`src/rtl/evt_timer_pkg.sv`:
```
package evt_timer_pkg;

  localparam logic [3:0] CMD_LOAD    = 4'h1;
  localparam logic [3:0] CMD_GET     = 4'h2;
  localparam logic [3:0] CMD_STOP    = 4'h3;
  localparam logic [3:0] CMD_STEP    = 4'h4;
  localparam logic [3:0] CMD_TIMER   = 4'h5;
  localparam logic [3:0] CMD_EVT_A   = 4'h6;
  localparam logic [3:0] CMD_EVT_B   = 4'h7;
  localparam logic [3:0] CMD_GATE_A  = 4'h8;
  localparam logic [3:0] CMD_GATE_B  = 4'h9;
  localparam logic [3:0] CMD_TOG_ARM = 4'hA;
  localparam logic [3:0] CMD_IRQ_ON  = 4'hB;
  localparam logic [3:0] CMD_IRQ_OFF = 4'hC;

  typedef enum logic [2:0] {
    MD_IDLE,
    MD_TIMER,
    MD_EVT_A,
    MD_EVT_B,
    MD_GATE_A,
    MD_GATE_B
  } mode_e;

  function automatic logic is_start(input logic [3:0] code);
    return (code >= CMD_TIMER) && (code <= CMD_GATE_B);
  endfunction

  function automatic mode_e start_mode(input logic [3:0] code);
    mode_e m;
    case (code)
      CMD_TIMER:  m = MD_TIMER;
      CMD_EVT_A:  m = MD_EVT_A;
      CMD_EVT_B:  m = MD_EVT_B;
      CMD_GATE_A: m = MD_GATE_A;
      CMD_GATE_B: m = MD_GATE_B;
      default:    m = MD_IDLE;
    endcase
    return m;
  endfunction

endpackage

```
`src/rtl/evt_timer_sync.sv`:
```
module evt_timer_sync #(
  parameter int STAGES = 2
) (
  input  logic clk,
  input  logic rst_n,
  input  logic async_in,
  output logic level,
  output logic rise,
  output logic fall
);
  localparam int LAST = STAGES;

  logic [LAST:0] chain_q;

  always_ff @(posedge clk) begin
    if (!rst_n) chain_q <= '0;
    else        chain_q <= {chain_q[LAST-1:0], async_in};
  end

  assign level = chain_q[LAST-1];
  assign rise  = chain_q[LAST-1] & ~chain_q[LAST];
  assign fall  = ~chain_q[LAST-1] & chain_q[LAST];

endmodule

```
`src/rtl/evt_timer_prescaler.sv`:
```
module evt_timer_prescaler #(
  parameter int DIV = 32
) (
  input  logic clk,
  input  logic rst_n,
  input  logic clr,
  input  logic adv,
  output logic wrap
);
  localparam int CW = (DIV > 1) ? $clog2(DIV) : 1;
  localparam logic [CW-1:0] TOP = CW'(DIV - 1);

  logic [CW-1:0] phase_q;

  function automatic logic [CW-1:0] next_phase(input logic [CW-1:0] cur);
    return (cur == TOP) ? '0 : cur + CW'(1);
  endfunction

  assign wrap = adv && (phase_q == TOP);

  always_ff @(posedge clk) begin
    if (!rst_n)   phase_q <= '0;
    else if (clr) phase_q <= '0;
    else if (adv) phase_q <= next_phase(phase_q);
  end

  assert_prescale_clear_R3: assert property (@(posedge clk) disable iff (!rst_n)
    clr |=> (phase_q == '0));

  assert_prescale_range_R5: assert property (@(posedge clk) disable iff (!rst_n)
    phase_q <= TOP);

endmodule

```
`src/rtl/evt_timer_core.sv`:
```
module evt_timer_core
  import evt_timer_pkg::*;
#(
  parameter int WIDTH = 8
) (
  input  logic             clk,
  input  logic             rst_n,
  input  logic             tstrobe,
  input  logic [1:0]       flag_lvl,
  input  logic [1:0]       flag_rise,
  input  logic [1:0]       flag_fall,
  input  logic             presc_wrap,
  output logic             presc_adv,
  output logic             presc_clr,
  input  logic             cmd_valid,
  input  logic [3:0]       cmd_code,
  input  logic [WIDTH-1:0] d_in,
  output logic [WIDTH-1:0] count,
  output logic             get_valid,
  output logic [WIDTH-1:0] get_data,
  output logic             tc_flag,
  output logic             irq,
  output logic             out_toggle
);
  localparam logic [WIDTH-1:0] ONE = WIDTH'(1);

  function automatic logic [WIDTH-1:0] stepped(input logic [WIDTH-1:0] cur,
                                               input logic [WIDTH-1:0] reload);
    return (cur == ONE) ? reload : cur - ONE;
  endfunction

  mode_e            mode_q, mode_d;
  logic [WIDTH-1:0] cnt_q, hold_q;
  logic             tc_q, irq_en_q, tog_arm_q, tog_q, gv_q;
  logic [WIDTH-1:0] gd_q;

  logic load_cmd, stop_cmd, step_cmd, get_cmd;
  logic running, load_stopped, load_running, tick_blocked;
  logic mode_tick, step_now, terminal, gate_end;

  assign load_cmd  = cmd_valid && (cmd_code == CMD_LOAD);
  assign stop_cmd  = cmd_valid && (cmd_code == CMD_STOP);
  assign step_cmd  = cmd_valid && (cmd_code == CMD_STEP);
  assign get_cmd   = cmd_valid && (cmd_code == CMD_GET);

  assign running      = (mode_q != MD_IDLE);
  assign load_stopped = load_cmd && !running;
  assign load_running = load_cmd && running;
  assign tick_blocked = load_cmd || stop_cmd || step_cmd;

  always_comb begin
    case (mode_q)
      MD_TIMER:  mode_tick = presc_wrap;
      MD_EVT_A:  mode_tick = flag_rise[0];
      MD_EVT_B:  mode_tick = flag_rise[1];
      MD_GATE_A: mode_tick = tstrobe && flag_lvl[0];
      MD_GATE_B: mode_tick = tstrobe && flag_lvl[1];
      default:   mode_tick = 1'b0;
    endcase
  end

  assign presc_adv = tstrobe && (mode_q == MD_TIMER);
  assign presc_clr = stop_cmd;

  assign step_now = step_cmd || (mode_tick && !tick_blocked);
  assign terminal = step_now && (cnt_q == ONE);
  assign gate_end = ((mode_q == MD_GATE_A) && flag_fall[0]) ||
                    ((mode_q == MD_GATE_B) && flag_fall[1]);

  always_comb begin
    mode_d = mode_q;
    if (cmd_valid && is_start(cmd_code)) mode_d = start_mode(cmd_code);
    else if (stop_cmd)                   mode_d = MD_IDLE;
    else if (gate_end)                   mode_d = MD_IDLE;
  end

  always_ff @(posedge clk) begin
    if (!rst_n) begin
      mode_q    <= MD_IDLE;
      cnt_q     <= '0;
      hold_q    <= '0;
      tc_q      <= 1'b0;
      irq_en_q  <= 1'b0;
      tog_arm_q <= 1'b0;
      tog_q     <= 1'b0;
      gv_q      <= 1'b0;
      gd_q      <= '0;
    end else begin
      mode_q <= mode_d;
      tog_q  <= terminal && tog_arm_q;
      gv_q   <= get_cmd;
      if (get_cmd) gd_q <= cnt_q;
      if (load_cmd) hold_q <= d_in;
      if (load_stopped)  cnt_q <= d_in;
      else if (step_now) cnt_q <= stepped(cnt_q, hold_q);
      if (load_stopped)  tc_q <= 1'b0;
      else if (terminal) tc_q <= 1'b1;
      if (cmd_valid && cmd_code == CMD_TOG_ARM) tog_arm_q <= 1'b1;
      if (cmd_valid && cmd_code == CMD_IRQ_ON)  irq_en_q  <= 1'b1;
      else if (cmd_valid && cmd_code == CMD_IRQ_OFF) irq_en_q <= 1'b0;
    end
  end

  assign count      = cnt_q;
  assign tc_flag    = tc_q;
  assign irq        = tc_q && irq_en_q;
  assign out_toggle = tog_q;
  assign get_valid  = gv_q;
  assign get_data   = gd_q;

  assert_load_stopped_R1: assert property (@(posedge clk) disable iff (!rst_n)
    load_stopped |=> (cnt_q == $past(d_in)) && !tc_q);

  assert_load_running_R2: assert property (@(posedge clk) disable iff (!rst_n)
    load_running |=> (hold_q == $past(d_in)) && (cnt_q == $past(cnt_q)));

  assert_stop_idle_R3: assert property (@(posedge clk) disable iff (!rst_n)
    stop_cmd |=> (mode_q == MD_IDLE));

  assert_reload_R4: assert property (@(posedge clk) disable iff (!rst_n)
    terminal |=> (cnt_q == $past(hold_q)) && tc_q);

  assert_gate_end_R7: assert property (@(posedge clk) disable iff (!rst_n)
    (gate_end && !cmd_valid) |=> (mode_q == MD_IDLE));

  assert_toggle_armed_R8: assert property (@(posedge clk) disable iff (!rst_n)
    tog_q |-> (tc_q && tog_arm_q));

endmodule

```
`src/rtl/evt_timer.sv`:
```
module evt_timer #(
  parameter int WIDTH       = 8,
  parameter int PRESCALE    = 32,
  parameter int SYNC_STAGES = 2
) (
  input  logic             clk,
  input  logic             rst_n,
  input  logic             tstrobe,
  input  logic             flag_a,
  input  logic             flag_b,
  input  logic             cmd_valid,
  input  logic [3:0]       cmd_code,
  input  logic [WIDTH-1:0] d_in,
  output logic [WIDTH-1:0] count,
  output logic             get_valid,
  output logic [WIDTH-1:0] get_data,
  output logic             tc_flag,
  output logic             irq,
  output logic             out_toggle
);
  localparam int NFLAG = 2;

  logic [NFLAG-1:0] flag_raw, flag_lvl, flag_rise, flag_fall;
  logic presc_adv, presc_clr, presc_wrap;

  assign flag_raw = {flag_b, flag_a};

  for (genvar i = 0; i < NFLAG; i++) begin : g_flag
    evt_timer_sync #(.STAGES(SYNC_STAGES)) u_sync (
      .clk      (clk),
      .rst_n    (rst_n),
      .async_in (flag_raw[i]),
      .level    (flag_lvl[i]),
      .rise     (flag_rise[i]),
      .fall     (flag_fall[i])
    );
  end

  evt_timer_prescaler #(.DIV(PRESCALE)) u_presc (
    .clk   (clk),
    .rst_n (rst_n),
    .clr   (presc_clr),
    .adv   (presc_adv),
    .wrap  (presc_wrap)
  );

  evt_timer_core #(.WIDTH(WIDTH)) u_core (
    .clk        (clk),
    .rst_n      (rst_n),
    .tstrobe    (tstrobe),
    .flag_lvl   (flag_lvl),
    .flag_rise  (flag_rise),
    .flag_fall  (flag_fall),
    .presc_wrap (presc_wrap),
    .presc_adv  (presc_adv),
    .presc_clr  (presc_clr),
    .cmd_valid  (cmd_valid),
    .cmd_code   (cmd_code),
    .d_in       (d_in),
    .count      (count),
    .get_valid  (get_valid),
    .get_data   (get_data),
    .tc_flag    (tc_flag),
    .irq        (irq),
    .out_toggle (out_toggle)
  );

endmodule

```
`config.mk`:
```
export PLATFORM = sky130hd
export DESIGN_NAME = evt_timer
export DESIGN_NICKNAME = d
export VERILOG_FILES = /design/src/rtl/evt_timer_pkg.sv /design/src/rtl/evt_timer_sync.sv /design/src/rtl/evt_timer_prescaler.sv /design/src/rtl/evt_timer_core.sv /design/src/rtl/evt_timer.sv
export SDC_FILE = /design/constraint.sdc
export NUM_CORES = 1
export LEC_CHECK = 0
export CAP_MARGIN = 0
export CORE_UTILIZATION = 52
export CTS_CLUSTER_SIZE = 20
export DETAILED_ROUTE_END_ITERATION = 6
export PLACE_DENSITY = 0.9
export SKIP_LAST_GASP = 1
export SLEW_MARGIN = 20
export SYNTH_ARGS = -nofsm -noshare
export SYNTH_HDL_FRONTEND = slang
export SYNTH_SLANG_ARGS = --single-unit
```
`constraint.sdc`:
```
create_clock -name clk -period 2.5 [get_ports clk]
set_clock_uncertainty 0.15 [all_clocks]
set_input_delay 0.5 -clock clk [delete_from_list [all_inputs] [get_ports clk]]
set_output_delay 0.5 -clock clk [all_outputs]
set_load 0.05 [all_outputs]
```
# Word level (Yosys, flattened, before mapping)
# Cells that the tools add are included.
word_totals:
  out_inout_bits: 20
  ff_bits: 43
  in_bits: 18
  word_cells: 87
op_classes:
  add_sub_neg: 2
  n_lt_le_gt_ge: 2
  eq_ne: 19
  n_reduce_logical: 32
  bitwise_logic: 9
  mux: 11
ops:
  columns: ["operator", "count"]
  rows:
  - ["8-bit 2-to-1 mux", 3]
  - ["4-bit == test, second input constant", 5]
  - ["1-bit logical AND", 20]
  - ["4-bit by 3-bit == test with 1-bit output, second input constant", 4]
  - ["3-bit case mux with 5 select lines", 1]
  - ["3-bit 2-to-1 mux", 3]
  - ["4-bit by 2-bit == test with 1-bit output, second input constant", 2]
  - ["8-bit by 1-bit == test with 1-bit output, second input constant", 1]
  - ["8-bit by 1-bit subtractor with 8-bit output, second input constant", 1]
  - ["3-bit by 2-bit == test with 1-bit output, second input constant", 2]
  - ["3-bit == test, second input constant", 2]
  - ["3-bit nonzero test", 2]
  - ["5-bit by 1-bit adder with 5-bit output, second input constant", 1]
  - ["5-bit == test, second input constant", 1]
  - ["5-bit 2-to-1 mux", 1]
  - ["1-bit inverter", 5]
  - ["1-bit case mux with 5 select lines", 1]
  - ["1-bit bitwise AND", 4]
  - ["4-bit by 1-bit == test with 1-bit output, second input constant", 1]
  - ["4-bit by 3-bit >= comparator with 1-bit output, second input constant", 1]
  - ["4-bit <= comparator, second input constant", 1]
  - ["1-bit logical OR", 4]
  - ["2-bit nonzero test", 2]
  - ["2-bit OR reduction", 2]
  - ["3 further kinds", 5]

# Logic depth before layout (Yosys ltp)
logic_depth:
  word_depth: 9
  depth_mapped: 8
  mapped_depth_nobuf: 7

# By module
# From an unflattened synthesis, not the netlist that was laid out.
unflattened:
  cells_unflattened: 238
  hier_area_um2: 2207.1
modules_own_cells:
  columns: ["module", "cells_per_inst", "seq_area_each_um2", "instances", "area_per_inst_um2"]
  rows:
  - ["evt_timer_core", 196, 640.6, 1, 1756.7]
  - ["evt_timer_prescaler", 26, 100.1, 1, 267.8]
  - ["evt_timer_sync", 8, 60.1, 2, 91.3]

# Worst setup path after synthesis
# No wires, ideal clock.
synth_timing:
  kind: "reg-to-reg"
  start: "register u_core.cnt_q[0], in the netlist u_core.count[0]"
  end: "register u_core.cnt_q[4], in the netlist u_core.count[4]"
  synth_period_minus_slack_ps: 2346
  setup_slack_ps: 154
  t_arrival_ps: 2122
  required_time_ps: 2276
  path_stages_with_launch: 8
  path_cell_list: "dfxtp_1 -> ha_1 -> or4b_1 -> clkbuf_1 -> o21ai_1 -> nor4b_1 -> o22ai_1 -> a31oi_1"
synth_between:
  elab_chain_len: 4
synth_rtl:
  columns: ["item", "line_no", "text"]
  rows:
  - ["from (decl)", "evt_timer_core.sv:33", "logic [WIDTH-1:0] cnt_q, hold_q;"]
  - ["from (signal assigned)", "evt_timer_core.sv:94", "if (load_stopped) cnt_q <= d_in;"]
  - ["from (signal assigned)", "evt_timer_core.sv:95", "else if (step_now) cnt_q <= stepped(cnt_q, hold_q);"]
  - ["8-bit by 1-bit subtractor with 8-bit output or 8-bit by 1-bit == test with 1-bit output (tied branches)", "evt_timer_core.sv:29", "return (cur == ONE) ? reload : cur - ONE;"]
  - ["8-bit 2-to-1 mux (*)", "evt_timer_core.sv:29", null]
  - ["8-bit 2-to-1 mux (*)", "evt_timer_core.sv:95", null]
  - ["8-bit 2-to-1 mux (*)", "evt_timer_core.sv:94", null]
# Every way passes the cells marked *; elsewhere a longest branch is shown, timed or not. The select of a mux whose other input is x is not followed.
# A chain may end at the register's enable or synchronous reset.

# Worst setup path after layout
layout_timing:
  start: "register u_core.cnt_q[3], in the netlist u_core.count[3]"
  end: "output port count[3]"
layout_rtl:
  columns: ["item", "line_no", "text"]
  rows:
  - ["to (decl)", "evt_timer.sv:14", "output logic [WIDTH-1:0] count,"]
# No word-level cell between the ends.

==> results by group <==
Run status
  • Status: completed

Clock tree
  • CTS Buffer Depth: 2
  • Clock Latency Late Sink: a little under 0.3 ns
  • Setup repair bufs after CTS: 0
  • Clock Tree Root: clkbuf_8
  • Clock sink count: 43
  • H-tree levels: 2
  • Post-CTS Hold Fix Bufs: 0
  • Clock slew at reported path FFs: roughly 0.08 ns
  • CTS buffer count: 5
  • CTS tree: yes
  • Post-CTS sizing: 0

Cells and area
  • Final Util: 0.7050
  • Non-filler cells, final: 341
  • Synthesis-to-layout area growth: 26.79%
  • Final Cell Area: around 2700 um2
  • Diode count: 0
  • Layout cell share with drive strength beyond 1: 0.09898
  • Final net count: ~310

Synth
  • Async S/R FF share, synth: 0
  • Post-Synthesis Cell Area: around 2100 um2
  • Synthesized instance count: ~250
  • Ys Warns: 0
  • #FFs+latches synth: 43
  • EDFF count, synth: 0
  • Synth Net Count: 270
  • Synth area leaders: dfxtp_1, nor2_1, mux2i_1
  • Synth Area per Inst: 8.456 um2
  • Distinct cells, synth: 50
  • Primary FF master, synth: dfxtp_1
  • Area leader, netlist: dfxtp_1
  • Synth top area share: 0.4105
  • Post-synthesis sequential area ratio: 0.4105

Placement
  • # port buffers: 37
  • DP Area: roughly 2600 um2
  • Placed Cells: ~330
  • Dpl hpwl: approximately 3500 um
  • RD Place Congestion: 0.9178

Die
  • I/O Pins: 38
  • Initial Util: 0.5561
  • Core footprint: around 3800 um2
  • Die Y-Extent: roughly 66 um
  • Die area: between 4000 and 5000 um2
  • FP Rows: 22
  • Die X: roughly 66 um

Global routing
  • Vias in the first global route: ~1800
  • GRT Util Overall: 0.2455
  • Global-route wire length before repair: about 8100 um
  • Initial antenna violation count: 0
  • Largest net degree at the start of global routing: 18
  • GRT overflow: 0

Pwr
  • Clock Power Share: 0.316
  • Int Pwr: slightly below 1000 uW
  • Worst vdd ir: 402.8 uV
  • P per Cell Area: about 500 nW/um2
  • Sw frac: 0.2598
  • Sequential power share: 0.539
  • Combinational power share: 0.144
  • Leak: about 0.0010 uW
  • Net Switching: around 350 uW
  • Tot Pwr: ~1300 uW

Timing
  • Final Hold Vio Count: 0
  • Setup TNS: 0 ns
  • Final setup fails: 0
  • Fin crit share: 0.9437
  • Period minus WS final: ~2.4 ns
  • Peak Freq: between 400 and 500 MHz
  • Fin. max-slew vios: 0
  • Slew headroom: 0.6610
  • Worst-Margin Slew: between 0.5 and 0.6 ns
  • RSZ-0062 raised after global routing: no

Drt
  • DR iter-0 viols: approximately 180
  • First-pass DRT Iterations: 4
  • WL/cell: around 14 um
  • Routed Antenna Nets: 0
  • Final WL: just under 5000 um
  • DR vias: around 2000
  • DR DRC count: 0
  • Via-to-Cell Ratio: slightly below 6

Critical path
  • Worst endpoint required time: approximately 1.9 ns
  • Crit path largest cell delay: 0.87 ns
  • CP Max Fanout: 9
  • Setup CP Type: register to output pin
  • Worst setup SP type: register
  • Crit path capture type: output pin
  • Slowest CP cell: clkdlybuf4s50_1
  • CP top delay family: buffers and inverters
  • Crit path buf inv count: 1
  • Crit path cell chain: clkdlybuf4s50_1
  • Crit path DAT: 1.71 ns

Flow run
  • Max Cap Viol: 0

Min path
  • Worst Hold Class: register to register
-- path summary, 6_finish.rpt --
kind | slack (ns) | end | depth (start not counted) | start
setup / recovery | 0.14 | count[3] | 1 | u_core.count[3]
hold / removal | 0.29 | g_flag[1].u_sync.chain_q[1] | 1 | g_flag[1].u_sync.chain_q[0]
setup reg to reg | 0.15 | u_core.count[0] | 7 | u_presc.phase_q[0]
hold reg to reg | 0.29 | g_flag[1].u_sync.chain_q[1] | 1 | g_flag[1].u_sync.chain_q[0]
-- routing by layer --
metal / wire length [um] / vias to the layer above / global-route usage
met5: 0 / - / 0
li1: - / 988 / -
met2: 2274 / 76 / 0.3943
met1: 2250 / 913 / 0.3232
met3: 301 / 8 / 0.04861
met4: 65 / 0 / 0.09239
-- state kept, by name, indices dropped and copies added, names as in the netlist --
| name | count |
|---|---|
| u_core.hold_q | 8 |
| u_core.mode_q | 3 |
| g_flag.u_sync.chain_q | 6 |
| u_core.irq_en_q | 1 |
| u_core.tog_arm_q | 1 |
| u_core.out_toggle | 1 |
| u_core.get_valid | 1 |
| u_presc.phase_q | 5 |
| u_core.tc_flag | 1 |
| u_core.get_data | 8 |
| u_core.count | 8 |
-- worst register-to-register path: cells and delay by family (launching register included) --
family | cells | cell delay, ns
compound gates | 4 | 1.08
fa+ha+maj | 2 | 0.47
flops | 1 | 0.35
simple gates | 1 | 0.19
-- kinds of logic after synthesis --
logic type / after synthesis / share of synthesized area
mux: 15 / 0.07339
flops: 43 / 0.4105
buf+inv: 22 / 0.04594
xor+xnor: 1 / 0.004177
fa+ha+maj: 5 / 0.02864
simple gates: 103 / 0.2524
compound gates: 59 / 0.1850
-- metrics by stage --
step | hold slack, ns | setup slack [ns]
4_1_cts | 0.2933 | 0.1352
2_1_floorplan | 0.2619 | 0.1540
3_5_place_dp | 0.2743 | -0.06458
6_report | 0.2885 | 0.1407
5_1_grt | 0.3216 | 0.05716
3_3_place_gp | 0.2641 | 0.05369
-- cells in the mapped netlist (2+ instances only) --
master    number
nand3_1       11
inv_1          6
or3_1          2
nand3b_1       4
nor4b_1        2
nor2_1        36
dfxtp_1       43
nor2b_1        2
o22ai_1        3
ha_1           4
a21oi_1       16
clkbuf_1      11
a22oi_1        2
and3_1         2
nand2_1       16
o21ai_0        9
buf_2          2
nand2b_1       4
mux2_2         2
and2_1         6
o21a_1         2
o221ai_1       6
o21ai_2        2
nor3_1         9
mux2i_1       12
or4_1          2
a32o_1         2
a31oi_1        8
-- layout by cell type, fill, tap and decap left out, types with 2 or more instances in the layout --
cell,count
o22ai_1,3
nand3b_1,4
ha_1,4
inv_1,6
clkdlybuf4s50_1,37
a31oi_1,8
nor2_1,36
and3_1,2
nand2_1,16
o221ai_1,6
o21a_1,2
mux2i_1,12
clkbuf_8,5
or4_1,2
or3_1,2
a22oi_1,2
dfxtp_1,43
nor4b_1,2
nand2b_1,4
nor2b_1,2
buf_4,16
a32o_1,2
mux2_2,2
nor3_1,9
nand3_1,11
a21oi_1,16
o21ai_0,9
and2_1,6
o21ai_2,2
-- power groups by stage --
stage          clock network (uW)  logic, uW  registers (uW)
4_1_cts                       428        190             717
6_report                      420        192             717
3_3_place_gp                    0        185             732
5_1_grt                       460        207             720
2_1_floorplan                   0       97.8             744
3_5_place_dp                    0        190             733
-- cell type report --
type | count | area (um2)
timing repair buffer | 53 | 490.5
clock inverter | 2 | 12.51
multi-input combinational | 183 | 1140
tap | 48 | 60.06
inverter | 6 | 22.52
sequential | 43 | 860.8
fill | 301 | 1112
clock buffer | 6 | 72.57
No activity file was read; power rests on OpenSTA's default activity.
